File: config.mk
export PLATFORM = sky130hd
export DESIGN_NAME = flash_page_seq
export DESIGN_NICKNAME = d
export VERILOG_FILES = /design/src/rtl/fps_pkg.sv /design/src/rtl/fps_ctrl.sv /design/src/rtl/fps_dpath.sv /design/src/rtl/flash_page_seq.sv
export SDC_FILE = /design/constraint.sdc
export NUM_CORES = 1
export LEC_CHECK = 0
export BUFFER_PORTS_ARGS = -buffer_cell sky130_fd_sc_hd__buf_2
export CORE_ASPECT_RATIO = 1.25
export CORE_MARGIN = 5
export CORE_UTILIZATION = 35
export CTS_BUF_LIST = sky130_fd_sc_hd__clkbuf_8
export DETAILED_ROUTE_END_ITERATION = 8
export GPL_ROUTABILITY_DRIVEN = 1
export PLACE_DENSITY = 0.5
export SLEW_MARGIN = 20
export SYNTH_ARGS = -nofsm -noshare
export SYNTH_HDL_FRONTEND = slang
export SYNTH_HIERARCHICAL = 1
export SYNTH_SLANG_ARGS = --single-unit
File: constraint.sdc
create_clock -name clk -period 4.3 [get_ports clk]
set_input_delay 1.075 -clock clk [delete_from_list [all_inputs] [get_ports clk]]
set_output_delay 1.075 -clock clk [all_outputs]
set_load 0.02 [all_outputs]
File: src/rtl/fps_pkg.sv
package fps_pkg;

  typedef enum logic [2:0] {
    CK_LOADLO,
    CK_LOADHI,
    CK_WRITE,
    CK_POLL,
    CK_READLO,
    CK_READHI
  } cmdKind_t;

  localparam logic [7:0] OP_LOADLO = 8'h40;
  localparam logic [7:0] OP_LOADHI = 8'h48;
  localparam logic [7:0] OP_WRITE  = 8'h4C;
  localparam logic [7:0] OP_POLL   = 8'hF0;
  localparam logic [7:0] OP_READLO = 8'h20;
  localparam logic [7:0] OP_READHI = 8'h28;

  // strobes from control to datapath
  typedef struct packed {
    logic     capStart;
    logic     clrIdx;
    logic     incIdx;
    logic     capWord;
    logic     startWait;
    logic     capReadLo;
    logic     cmpWord;
    cmdKind_t kind;
  } ctrlStrobe_t;

endpackage

File: src/rtl/fps_ctrl.sv
module fps_ctrl
  import fps_pkg::*;
(
  input  logic        clk,
  input  logic        rstN,
  input  logic        pageStart,
  input  logic        pollMode,
  input  logic        verifyEn,
  input  logic        wordValid,
  input  logic        cmdReady,
  input  logic        rspValid,
  input  logic        rspBusy,
  input  logic        lastIdx,
  input  logic        waitDone,
  output logic        wordReady,
  output logic        cmdValid,
  output logic        busy,
  output logic        done,
  output ctrlStrobe_t st
);

  typedef enum logic [2:0] {
    S_IDLE, S_GETWORD, S_ISSUE, S_WAITRSP, S_WAITTIME, S_DONE
  } state_t;

  state_t   stateQ, stateD;
  cmdKind_t kindQ, kindD;
  logic     pollQ, verQ;
  logic     writeOver;

  always_comb begin
    stateD    = stateQ;
    kindD     = kindQ;
    st        = '0;
    st.kind   = kindQ;
    wordReady = 1'b0;
    cmdValid  = 1'b0;
    done      = 1'b0;
    writeOver = 1'b0;
    unique case (stateQ)
      S_IDLE: begin
        if (pageStart) begin
          st.capStart = 1'b1;
          st.clrIdx   = 1'b1;
          stateD      = S_GETWORD;
        end
      end
      S_GETWORD: begin
        wordReady = 1'b1;
        if (wordValid) begin
          st.capWord = 1'b1;
          kindD      = CK_LOADLO;
          stateD     = S_ISSUE;
        end
      end
      S_ISSUE: begin
        cmdValid = 1'b1;
        if (cmdReady) stateD = S_WAITRSP;
      end
      S_WAITRSP: begin
        if (rspValid) begin
          unique case (kindQ)
            CK_LOADLO: begin
              kindD  = CK_LOADHI;
              stateD = S_ISSUE;
            end
            CK_LOADHI: begin
              if (lastIdx) begin
                kindD  = CK_WRITE;
                stateD = S_ISSUE;
              end else begin
                st.incIdx = 1'b1;
                stateD    = S_GETWORD;
              end
            end
            CK_WRITE: begin
              if (pollQ) begin
                kindD  = CK_POLL;
                stateD = S_ISSUE;
              end else begin
                st.startWait = 1'b1;
                stateD       = S_WAITTIME;
              end
            end
            CK_POLL: begin
              if (rspBusy) stateD = S_ISSUE;
              else         writeOver = 1'b1;
            end
            CK_READLO: begin
              st.capReadLo = 1'b1;
              kindD        = CK_READHI;
              stateD       = S_ISSUE;
            end
            CK_READHI: begin
              st.cmpWord = 1'b1;
              if (lastIdx) begin
                stateD = S_DONE;
              end else begin
                st.incIdx = 1'b1;
                kindD     = CK_READLO;
                stateD    = S_ISSUE;
              end
            end
            default: stateD = S_DONE;
          endcase
        end
      end
      S_WAITTIME: begin
        if (waitDone) writeOver = 1'b1;
      end
      S_DONE: begin
        done   = 1'b1;
        stateD = S_IDLE;
      end
      default: stateD = S_IDLE;
    endcase

    if (writeOver) begin
      if (verQ) begin
        st.clrIdx = 1'b1;
        kindD     = CK_READLO;
        stateD    = S_ISSUE;
      end else begin
        stateD = S_DONE;
      end
    end
  end

  always_ff @(posedge clk or negedge rstN) begin
    if (!rstN) begin
      stateQ <= S_IDLE;
      kindQ  <= CK_LOADLO;
      pollQ  <= 1'b0;
      verQ   <= 1'b0;
    end else begin
      stateQ <= stateD;
      kindQ  <= kindD;
      if (st.capStart) begin
        pollQ <= pollMode;
        verQ  <= verifyEn;
      end
    end
  end

  assign busy = (stateQ != S_IDLE);

endmodule

File: src/rtl/fps_dpath.sv
module fps_dpath
  import fps_pkg::*;
#(
  parameter int PAGE_WORDS  = 64,
  parameter int PAGE_NUM_W  = 8,
  parameter int WAIT_CYCLES = 1000,
  localparam int IDX_W  = $clog2(PAGE_WORDS),
  localparam int ADDR_W = PAGE_NUM_W + IDX_W,
  localparam int CNT_W  = $clog2(WAIT_CYCLES + 1)
) (
  input  logic                  clk,
  input  logic                  rstN,
  input  ctrlStrobe_t           st,
  input  logic [PAGE_NUM_W-1:0] pageAddr,
  input  logic [15:0]           wordData,
  input  logic [7:0]            rspByte,
  output logic [31:0]           cmdBytes,
  output logic                  lastIdx,
  output logic                  waitDone,
  output logic                  errFlag,
  output logic [ADDR_W-1:0]     errAddr
);

  logic [PAGE_NUM_W-1:0] pageQ;
  logic [IDX_W-1:0]      idxQ;
  logic [15:0]           bufQ [PAGE_WORDS];
  logic [7:0]            readLoQ;
  logic [CNT_W-1:0]      waitQ;
  logic [15:0]           curWord;
  logic [15:0]           wordAddr;
  logic [15:0]           pageBase;
  logic [7:0]            idxByte;

  assign curWord  = bufQ[idxQ];
  assign wordAddr = 16'({pageQ, idxQ});
  assign pageBase = 16'({pageQ, {IDX_W{1'b0}}});
  assign idxByte  = 8'(idxQ);
  assign lastIdx  = (idxQ == IDX_W'(PAGE_WORDS - 1));
  assign waitDone = (waitQ <= CNT_W'(1));

  always_comb begin
    unique case (st.kind)
      CK_LOADLO: cmdBytes = {OP_LOADLO, 8'h00, idxByte, curWord[7:0]};
      CK_LOADHI: cmdBytes = {OP_LOADHI, 8'h00, idxByte, curWord[15:8]};
      CK_WRITE:  cmdBytes = {OP_WRITE, pageBase, 8'h00};
      CK_POLL:   cmdBytes = {OP_POLL, 24'h000000};
      CK_READLO: cmdBytes = {OP_READLO, wordAddr, 8'h00};
      CK_READHI: cmdBytes = {OP_READHI, wordAddr, 8'h00};
      default:   cmdBytes = '0;
    endcase
  end

  // page buffer, no reset needed: each entry is written before it is read
  always_ff @(posedge clk) begin
    if (st.capWord) bufQ[idxQ] <= wordData;
  end

  always_ff @(posedge clk or negedge rstN) begin
    if (!rstN) begin
      pageQ   <= '0;
      idxQ    <= '0;
      readLoQ <= '0;
      waitQ   <= '0;
      errFlag <= 1'b0;
      errAddr <= '0;
    end else begin
      if (st.capStart) pageQ <= pageAddr;
      if (st.clrIdx)      idxQ <= '0;
      else if (st.incIdx) idxQ <= idxQ + IDX_W'(1);
      if (st.capReadLo) readLoQ <= rspByte;
      if (st.startWait)       waitQ <= CNT_W'(WAIT_CYCLES);
      else if (waitQ != '0)   waitQ <= waitQ - CNT_W'(1);
      if (st.cmpWord && !errFlag && ({rspByte, readLoQ} != curWord)) begin
        errFlag <= 1'b1;
        errAddr <= {pageQ, idxQ};
      end
    end
  end

endmodule

File: src/rtl/flash_page_seq.sv
module flash_page_seq
  import fps_pkg::*;
#(
  parameter int PAGE_WORDS  = 64,
  parameter int PAGE_NUM_W  = 8,
  parameter int WAIT_CYCLES = 1000,
  localparam int IDX_W  = $clog2(PAGE_WORDS),
  localparam int ADDR_W = PAGE_NUM_W + IDX_W
) (
  input  logic                  clk,
  input  logic                  rstN,
  input  logic                  pageStart,
  input  logic [PAGE_NUM_W-1:0] pageAddr,
  input  logic                  pollMode,
  input  logic                  verifyEn,
  input  logic                  wordValid,
  output logic                  wordReady,
  input  logic [15:0]           wordData,
  output logic                  cmdValid,
  input  logic                  cmdReady,
  output logic [31:0]           cmdBytes,
  input  logic                  rspValid,
  input  logic [7:0]            rspByte,
  output logic                  busy,
  output logic                  done,
  output logic                  errFlag,
  output logic [ADDR_W-1:0]     errAddr
);

  ctrlStrobe_t st;
  logic        lastIdx;
  logic        waitDone;

  fps_ctrl uCtrl (
    .clk       (clk),
    .rstN      (rstN),
    .pageStart (pageStart),
    .pollMode  (pollMode),
    .verifyEn  (verifyEn),
    .wordValid (wordValid),
    .cmdReady  (cmdReady),
    .rspValid  (rspValid),
    .rspBusy   (rspByte[0]),
    .lastIdx   (lastIdx),
    .waitDone  (waitDone),
    .wordReady (wordReady),
    .cmdValid  (cmdValid),
    .busy      (busy),
    .done      (done),
    .st        (st)
  );

  fps_dpath #(
    .PAGE_WORDS  (PAGE_WORDS),
    .PAGE_NUM_W  (PAGE_NUM_W),
    .WAIT_CYCLES (WAIT_CYCLES)
  ) uDpath (
    .clk      (clk),
    .rstN     (rstN),
    .st       (st),
    .pageAddr (pageAddr),
    .wordData (wordData),
    .rspByte  (rspByte),
    .cmdBytes (cmdBytes),
    .lastIdx  (lastIdx),
    .waitDone (waitDone),
    .errFlag  (errFlag),
    .errAddr  (errAddr)
  );

endmodule

Word level (Yosys, flattened, before mapping)
Memory sizes are Yosys's and may differ from the RTL's.
Index checks and enable logic that the tools add are counted.
W data, S select, Z words.
{"block": "word_totals", "regBits": 55, "mem_bits_rw": 1024, "out_inout_bits": 51, "mem_count": 1}
{"block": "classes", "add_sub_neg": 2, "order_cmp": 1, "n_eq_ne": 18, "n_mux": 52, "n_reduce_logical": 12}
{"name": "uDpath.bufQ", "words": 64, "width": 16, "rd": 1, "rd_ports_with_merged_regs": 0, "wr": 1, "line_no": "fps_dpath.sv:26", "source": "logic [15:0] bufQ [PAGE_WORDS];"}
{"op": "$pmux W32 S6", "n": 1}
{"op": "$mux W3", "n": 18}
{"op": "$pmux W3 S5", "n": 3}
{"op": "$mux W1", "n": 21}
{"op": "$mux W10", "n": 2}
{"op": "$ne A16 B16 Y1", "n": 1}
{"op": "$eq A3 B2 Y1 const B", "n": 4}
{"op": "$eq A3 B3 Y1 const B", "n": 4}
{"op": "$mux W6", "n": 2}
{"op": "$ne A3 B2 Y1 const B", "n": 4}
{"op": "$le A10 B1 Y1 const B", "n": 1}
{"op": "$reduce_bool A10 Y1", "n": 1}
{"op": "$sub A10 B1 Y10 const B", "n": 1}
{"op": "$add A6 B1 Y6 const B", "n": 1}
{"op": "$eq A3 B1 Y1 const B", "n": 2}
{"op": "$eq A6 B6 Y1 const B", "n": 1}
{"op": "$logic_not A3 Y1", "n": 2}
{"op": "$mux W2", "n": 3}
{"op": "$pmux W3 S2", "n": 1}
{"op": "$reduce_and A6 Y1", "n": 1}
{"op": "$ne A4 B3 Y1 const B", "n": 1}
{"op": "$reduce_bool A2 Y1", "n": 2}
{"op": "$reduce_or A2 Y1", "n": 2}
{"op": "$reduce_bool A3 Y1", "n": 1}
{"op": "other kinds (4)", "n": 5}

Depth between registers and ports, before layout
Gate-level depths: netlist of run 1.
{"block": "depth", "depth_word": 7, "depth_mapped": 17, "depth_no_buf": 10}

By module
The synthesis of run 1 kept the hierarchy.
{"mod": "fps_dpath", "instances": 1, "cells_per_inst": 2355, "area_each_um2": 42396.9, "seq_area_each_um2": 31925.6}
{"mod": "fps_ctrl", "instances": 1, "cells_per_inst": 79, "area_each_um2": 666.9, "seq_area_each_um2": 200.2}

Worst setup path after synthesis of run 1
Ideal clock, no wire load.
{"block": "synth_timing", "kind": "register to output", "from": "register uDpath.idxQ[0]", "to": "output cmdBytes[0]", "arrival_ns": 2.708, "path_slack_ns": 0.517, "path_stages_with_launch": 13, "cell_sequence": "dfrtp_1 > buf_6 > nor2_1 > buf_2 > buf_4 > buf_2 > buf_1 > a22oi_1 > o221ai_1 > a22oi_1 > nand4_1 > nor2_1 > a311oi_1"}
{"block": "synth_via", "elab_chain_len": 2}
{"item": "from (decl)", "line_no": "fps_dpath.sv:25", "source": "logic [IDX_W-1:0] idxQ;"}
{"item": "from (signal assigned)", "line_no": "fps_dpath.sv:69", "source": "else if (st.incIdx) idxQ <= idxQ + IDX_W'(1);"}
{"item": "$mem_v2 Z64 W16"}
{"item": "$pmux W32 S6", "line_no": "fps_dpath.sv:42", "source": "unique case (st.kind)"}
{"item": "to (decl)", "line_no": "flash_page_seq.sv:21", "source": "output logic [31:0] cmdBytes,"}
No other way between the ends.

Worst setup path after layout of run 1
{"block": "layout_timing", "from": "register uDpath.idxQ[0]", "to": "output cmdBytes[6]"}
The elaborated chain is that of the path after synthesis.

==> results of run 1 <==
[layout by cell type, fill, tap and decap left out, types with 44 or more instances in the layout]
cell type,Yosys,layout
nand2_1,74,73
buf_2,60,81
clkbuf_8,0,169
a22oi_1,73,71
buf_4,25,295
nor2_1,118,96
mux4_2,93,93
edfxtp_1,1024,1024
inv_1,14,64
mux2i_1,117,113
mux2_2,44,44
a21oi_1,55,46
a221oi_1,95,83
dfrtp_1,55,52
[final cells by class]
class	count	area, um^2	area share [%]
Clock buffer	169	2330	4.48
Clock inverter	126	687	1.32
Tap cell	1606	2010	3.87
Inverter	15	68.8	0.133
Timing Repair Buffer	452	4150	8.00
Multi-Input combinational cell	1169	10500	20.2
Sequential cell	1079	32100	62.0
Antenna cell	4	10.0	0.0193
[synthesized netlist by cell type, drive strengths merged, types with 8 or more instances]
cell type / n
clkbuf: 57
a31oi: 10
nor2b: 20
and3: 14
nand4: 10
or2: 10
o211ai: 12
a21oi: 55
nor3b: 10
nor2: 118
o22ai: 44
a22oi: 74
nand2: 74
xor2: 10
a22o: 15
mux4: 93
a221oi: 95
a221o: 18
xnor2: 13
nand3: 29
nor4: 8
dfrtp: 55
mux2i: 117
or3b: 15
nand2b: 22
a211oi: 18
nor3: 34
o221ai: 20
inv: 15
buf: 119
mux2: 55
o21ai: 29
o31ai: 8
o22a: 12
edfxtp: 1024
nand3b: 19
[sequential cells by signal, indices dropped and copies added (netlist names)]
signal,cells
uCtrl/kindQ,3
uCtrl/pollQ,1
uCtrl/stateQ,3
uCtrl/verQ,1
uDpath/bufQ,1024
uDpath/errAddr,14
uDpath/errFlag,1
uDpath/idxQ,6
uDpath/pageQ,8
uDpath/readLoQ,8
uDpath/waitQ,10
[per-layer routing]
metal | routed length [um] | vias up | GRT usage, %
met3 | 10300 | 288 | 4.62
met5 | 55 | - | 0
met1 | 55900 | 13700 | 27.3
met2 | 69900 | 1149 | 35.2
met4 | 6670 | 8 | 9.10
li1 | - | 10900 | -
[worst max-delay path by stage]
stage / slack (ns) / from / end / cells past startpoint
global route: -0.84 / uDpath/idxQ[0] / cmdBytes[6] / 10
finish: -0.77 / uDpath/idxQ[0] / cmdBytes[6] / 10
floorplan: 0.52 / uDpath/idxQ[0] / cmdBytes[0] / 12
CTS: -0.81 / uDpath/idxQ[0] / cmdBytes[6] / 10
global placement: -0.52 / uDpath/idxQ[0] / uDpath/errAddr[1] / 13
detailed placement: -0.53 / uDpath/idxQ[0] / uDpath/errAddr[13] / 13
[worst max-delay path, cell delays in order, from the launching register on]
cell       delay (ns)
dfrtp_4          0.51
buf_12           0.16
buf_12           0.13
mux4_2           0.47
a22o_4           0.29
a211oi_4         0.20
o211ai_1         0.40
a2111oi_4        0.52
buf_4            0.21
a211oi_2         0.06
buf_4            0.17
[timing repair]
| action | CTS | global route |
|---|---|---|
| pin swaps | 11 | 18 |
| setup endpoints to repair | 23 | 22 |
| hold buffers | 0 | 0 |
| cloned | 3 | 7 |
| buffers inserted | 21 | 27 |
| gates resized for setup | 71 | 78 |
[cell families after synthesis]
group / synth area share, %
AND/OR/NAND/NOR: 5.20
flip-flops: 74.6
AO/OA/AOI/OAI: 8.03
buffers and inverters: 2.50
XOR/XNOR: 0.468
adder cells (fa/ha/maj): 0.0872
multiplexers: 9.11
other: 0.00871
[report_power, final]
group | switching [mW] | leakage (nW) | internal, mW
registers | 0.0907 | 9.91 | 11.6
logic | 3.85 | 5.59 | 2.85
clock network | 4.03 | 1.75 | 3.92
[per-stage QoR]
stage                     setup slack, ns  hold slack (ns)
after floorplan                     0.517            0.487
final                              -0.773            0.165
after global placement             -0.522            0.484
after global routing               -0.837            0.128
after CTS                          -0.814           0.0873
after detailed placement           -0.533            0.486
==> results.json, run 1 <==
{
  "place_area_um2": 47500,
  "antenna_left": 0,
  "end_kind": "output pin",
  "dp.final_hpwl_um": 90200,
  "cp.required_ns": 3.22,
  "grt_pass1_wl_um": 198000,
  "ys_ff_latch": 1079,
  "syn_inst": 2434,
  "arrival_ns": 4.00,
  "reg2regPathDepth": 14,
  "reg2reg_slack_ns": 0.02,
  "worst-setup-path-type": "register to output pin",
  "skew_ns": 0.0335,
  "setup_ws_ns": -0.773,
  "antenna_found_initial": 9,
  "worst-slew-pin-transition_ns": 1.12,
  "grt.total_usage_pct": 21.3,
  "instances_no_fill": 4620,
  "fmax_mhz": 197,
  "grt-ovfl-total": 0,
  "nFillCells": 11000,
  "clk_latency_ns": 0.87,
  "dieArea_um2": 130000,
  "synth_area_per_cell_um2": 17.7,
  "timing.final.crit_share_pct": 118,
  "final_util_pct": 42.3,
  "power_density_nw_per_um2": 508,
  "synth_top_area_share_pct": 71.4,
  "startpoint_type": "register",
  "vias": 26000,
  "yosysWarnings": 6,
  "violations": "setup timing",
  "power_mw": 26.3,
  "routed_wl_um": 143000,
  "r2r-end": "uDpath/errAddr[13]",
  "cts-root-buf": "clkbuf_8",
  "dp.cells": 4264,
  "avgViaCountPerCell": 5.63,
  "ys_types": 91,
  "power_leakage_nw": 17.2,
  "grt_pass1_vias": 26200,
  "die_w_um": 324,
  "numCtsBuffers": 164,
  "syn-cell-area_um2": 43100,
  "setup_violations": 8,
  "cts_tree": "yes",
  "ys.flop_type": "edfxtp_1",
  "area_growth_pct": 20.4,
  "initial_core_util_pct": 35.1,
  "path_clk_slew_ns": 0.06,
  "synth-edff-count": 1024,
  "drt_first_pass_iters": 6,
  "routedWlPerCell_um": 30.9,
  "grt_start_max_net_pins": 65,
  "maxCapViolCount": 0,
  "synth_area_leader_cell": "edfxtp_1",
  "async_flop_share_pct": 5.10,
  "synth_seq_area_share_pct": 74.6,
  "peakVddDrop_mv": 0.289,
  "drt-initial-drc-count": 2595,
  "fin_tns_setup_ns": -5.00,
  "nets": 2924,
  "ys_top_cells_by_area": "edfxtp_1 (71%), mux4_2 (4.9%), dfrtp_1 (3.2%), mux2i_1 (2.7%), a221oi_1 (1.9%)",
  "drive_gt1_share_pct": 31.7,
  "cts_htree_levels": 4,
  "status": "finished with violations",
  "design_area_um2": 51900,
  "drc": 0,
  "place_congestion": 0.907,
  "io-pin-count": 91,
  "hold_viol": 0,
  "row_count": 144,
  "r2r_start": "uDpath/idxQ[0]",
  "die-height_um": 402,
  "io_buffer_count": 86,
  "core_area_um2": 123000,
  "clock_sinks": 1079,
  "max_slew_margin_pct": 25.1,
  "drv_slew": 0,
  "hp-class": "primary input to async pin",
  "clockBufferDepth": 3,
  "min_period_ns": 5.07,
  "crit_path_max_fanout": 6,
  "rsz0062_at_grt": "true"
}
No activity file was read; power rests on OpenSTA's default activity.
==> run 2, diff against run 1 <==
RECOVER_POWER = 100   (was not set)
==> run 2 against run 1 <==
The flow finishes with violations (capacitance limit, slew limit, setup timing). Largest power group unchanged. Wire length rose by 0.20%. Maximum frequency barely moved. Setup slack improved by 0.0016 ns. Highest routed layer unchanged. Clock skew fell by 0.00091 ns. Worst hold slack improved by 0.26 ns. Via count rose by 0.30%. Critical path depth did not move. Sequential share of layout area rose by 0.60 points. Register-to-register slack barely moved. Sequential cell count did not move. Power barely moved. Non-clock buffer count did not move.
==> results.json, run 2 (synthesis gave the netlist of run 1 again) <==
{
  "status": "finished with violations",
  "violations": "capacitance limit, slew limit, setup timing",
  "grt_pass1_vias": 26200,
  "sw_frac_of_total_pct": 30.3,
  "cts-root-buf": "clkbuf_8",
  "drt_first_pass_iters": 9,
  "power_leakage_nw": 16.7,
  "multi_input_area_um2": 10400,
  "final_util_pct": 41.9,
  "nFillCells": 11100,
  "peakVddDrop_mv": 0.293,
  "fmax_mhz": 197,
  "end_kind": "output pin",
  "power_density_nw_per_um2": 513,
  "io-pin-count": 91,
  "row_count": 144,
  "grt-ovfl-total": 0,
  "setup_ws_ns": -0.771,
  "design_area_um2": 51400,
  "die-height_um": 402,
  "routed_wl_um": 143000,
  "clockBufferDepth": 3,
  "cp.required_ns": 3.22,
  "hold_viol": 0,
  "clk_latency_ns": 0.89,
  "nets": 2924,
  "p_clk_share_pct": 30.2,
  "largest_reg_flops": 1024,
  "cts_htree_levels": 4,
  "place_area_um2": 47500,
  "grt_pass1_wl_um": 198000,
  "grt_start_max_net_pins": 65,
  "rsz0062_at_grt": "true",
  "arrival_ns": 4.00,
  "place_congestion": 0.907,
  "die_w_um": 324,
  "reg2reg_slack_ns": 0.02,
  "numCtsBuffers": 164,
  "hp-class": "primary input to async pin",
  "io_buffer_count": 86,
  "drc": 0,
  "maxCapViolCount": 23,
  "worst-setup-path-type": "register to output pin",
  "startpoint_type": "register",
  "largest_register": "uDpath/bufQ",
  "core_area_um2": 123000,
  "skew_ns": 0.0326,
  "drt-initial-drc-count": 2553,
  "area_growth_pct": 19.3,
  "vias": 26100,
  "grt.total_usage_pct": 21.3,
  "antenna_left": 0,
  "seq_power_share_pct": 44.5,
  "combPwrFrac_pct": 25.3,
  "register_area_um2": 32100,
  "drive_gt1_share_pct": 26.9,
  "pre_cts_slack_ns": -0.533,
  "cts_tree": "yes",
  "routedWlPerCell_um": 31.0,
  "mostFrequentLayoutCells": "edfxtp_1 (1024), buf_4 (195), clkbuf_8 (169)",
  "avgViaCountPerCell": 5.64,
  "crit_path_max_fanout": 6,
  "path_clk_slew_ns": 0.06,
  "dp.final_hpwl_um": 90200,
  "dieArea_um2": 130000,
  "top_regs": "uDpath/bufQ: 1024 flops, uDpath/errAddr: 14 flops, uDpath/waitQ: 10 flops",
  "switching_power_mw": 7.98,
  "setup_violations": 8,
  "min_period_ns": 5.07,
  "clock_sinks": 1079,
  "p_int_mw": 18.4,
  "drv_slew": 872,
  "max_slew_margin_pct": -156,
  "layout_commonest_cell": "edfxtp_1",
  "initial_core_util_pct": 35.1,
  "timing.final.crit_share_pct": 118,
  "worst-slew-pin-transition_ns": 3.84,
  "antenna_found_initial": 5
}
run 2: cell count changes in the layout (fill, tap and decap cells not counted), sizes merged:
cell / before / now
buf: 444 / 301
clkbuf: 175 / 317
diode: 4 / 3
dlymetal6s2s: 0 / 1
run 2: power by group through the flow:
stage          sequential, mW  combinational, mW  clock, mW
2_1_floorplan            11.9               3.21          0
3_3_place_gp             11.9               5.80          0
3_5_place_dp             11.9               5.83          0
4_1_cts                  11.7               6.24       8.17
5_1_grt                  11.7               6.92       8.62
6_report                 11.7               6.67       7.96
run 2: final timing paths:
| kind | from | cells past startpoint | to |
|---|---|---|---|
| worst max-delay path | uDpath/idxQ[0] | 10 | cmdBytes[6] |
| worst max register to register | uDpath/idxQ[0] | 14 | uDpath/errAddr[13] |
| worst min-delay path | rstN | 1 | uDpath/readLoQ[6] |
| max in group asynchronous | rstN | 2 | uDpath/waitQ[6] |
| worst min register to register | uDpath/errAddr[8] | 1 | uDpath/errAddr[8] |
| min in group clk | pollMode | 3 | uCtrl/pollQ |
run 2: per-layer routing:
| layer | track usage, % | vias to the layer above | wire length [um] |
|---|---|---|---|
| met5 | 0 | - | 21 |
| met3 | 4.62 | 298 | 10300 |
| met1 | 27.3 | 13700 | 56100 |
| met2 | 35.2 | 1194 | 69600 |
| li1 | - | 10900 | - |
| met4 | 9.10 | 4 | 7060 |
run 2: worst max-delay path, stage by stage (launching register included):
cell       delay [ns]
dfrtp_4          0.51
buf_12           0.16
buf_12           0.13
mux4_2           0.47
a22o_4           0.29
a211oi_4         0.20
o211ai_1         0.39
a2111oi_4        0.53
buf_4            0.21
a211oi_2         0.06
buf_4            0.17
run 2: through the flow:
| step | hold slack, ns | power, mW | setup TNS (ns) | cells |
|---|---|---|---|---|
| finish | 0.426 | 26.4 | -4.98 | 4619 |
| global route | 0.379 | 27.3 | -5.86 | 4617 |
| CTS | 0.0873 | 26.1 | -5.77 | 4583 |
| detailed placement | 0.486 | 17.8 | -7.61 | 4264 |
| global placement | 0.484 | 17.7 | -7.51 | 4264 |
| floorplan | 0.487 | 15.1 | 0 | 2437 |
run 2: cell type report:
type / count / share of cell area, %
clock inverters: 126 / 1.34
multi-input cells: 1169 / 20.3
inverters: 15 / 0.134
clock buffers: 169 / 4.53
well taps: 1606 / 3.91
repair buffers: 452 / 7.17
flip-flops and latches: 1079 / 62.6
diodes: 3 / 0.0146
run 2: repair_timing:
item                                    4_1_cts  5_1_grt
resized for setup                            71       78
setup buffers                                21       27
pin swaps                                    11       18
endpoints found under the setup margin       23       22
hold buffers                                  0        0
cloned                                        3        7
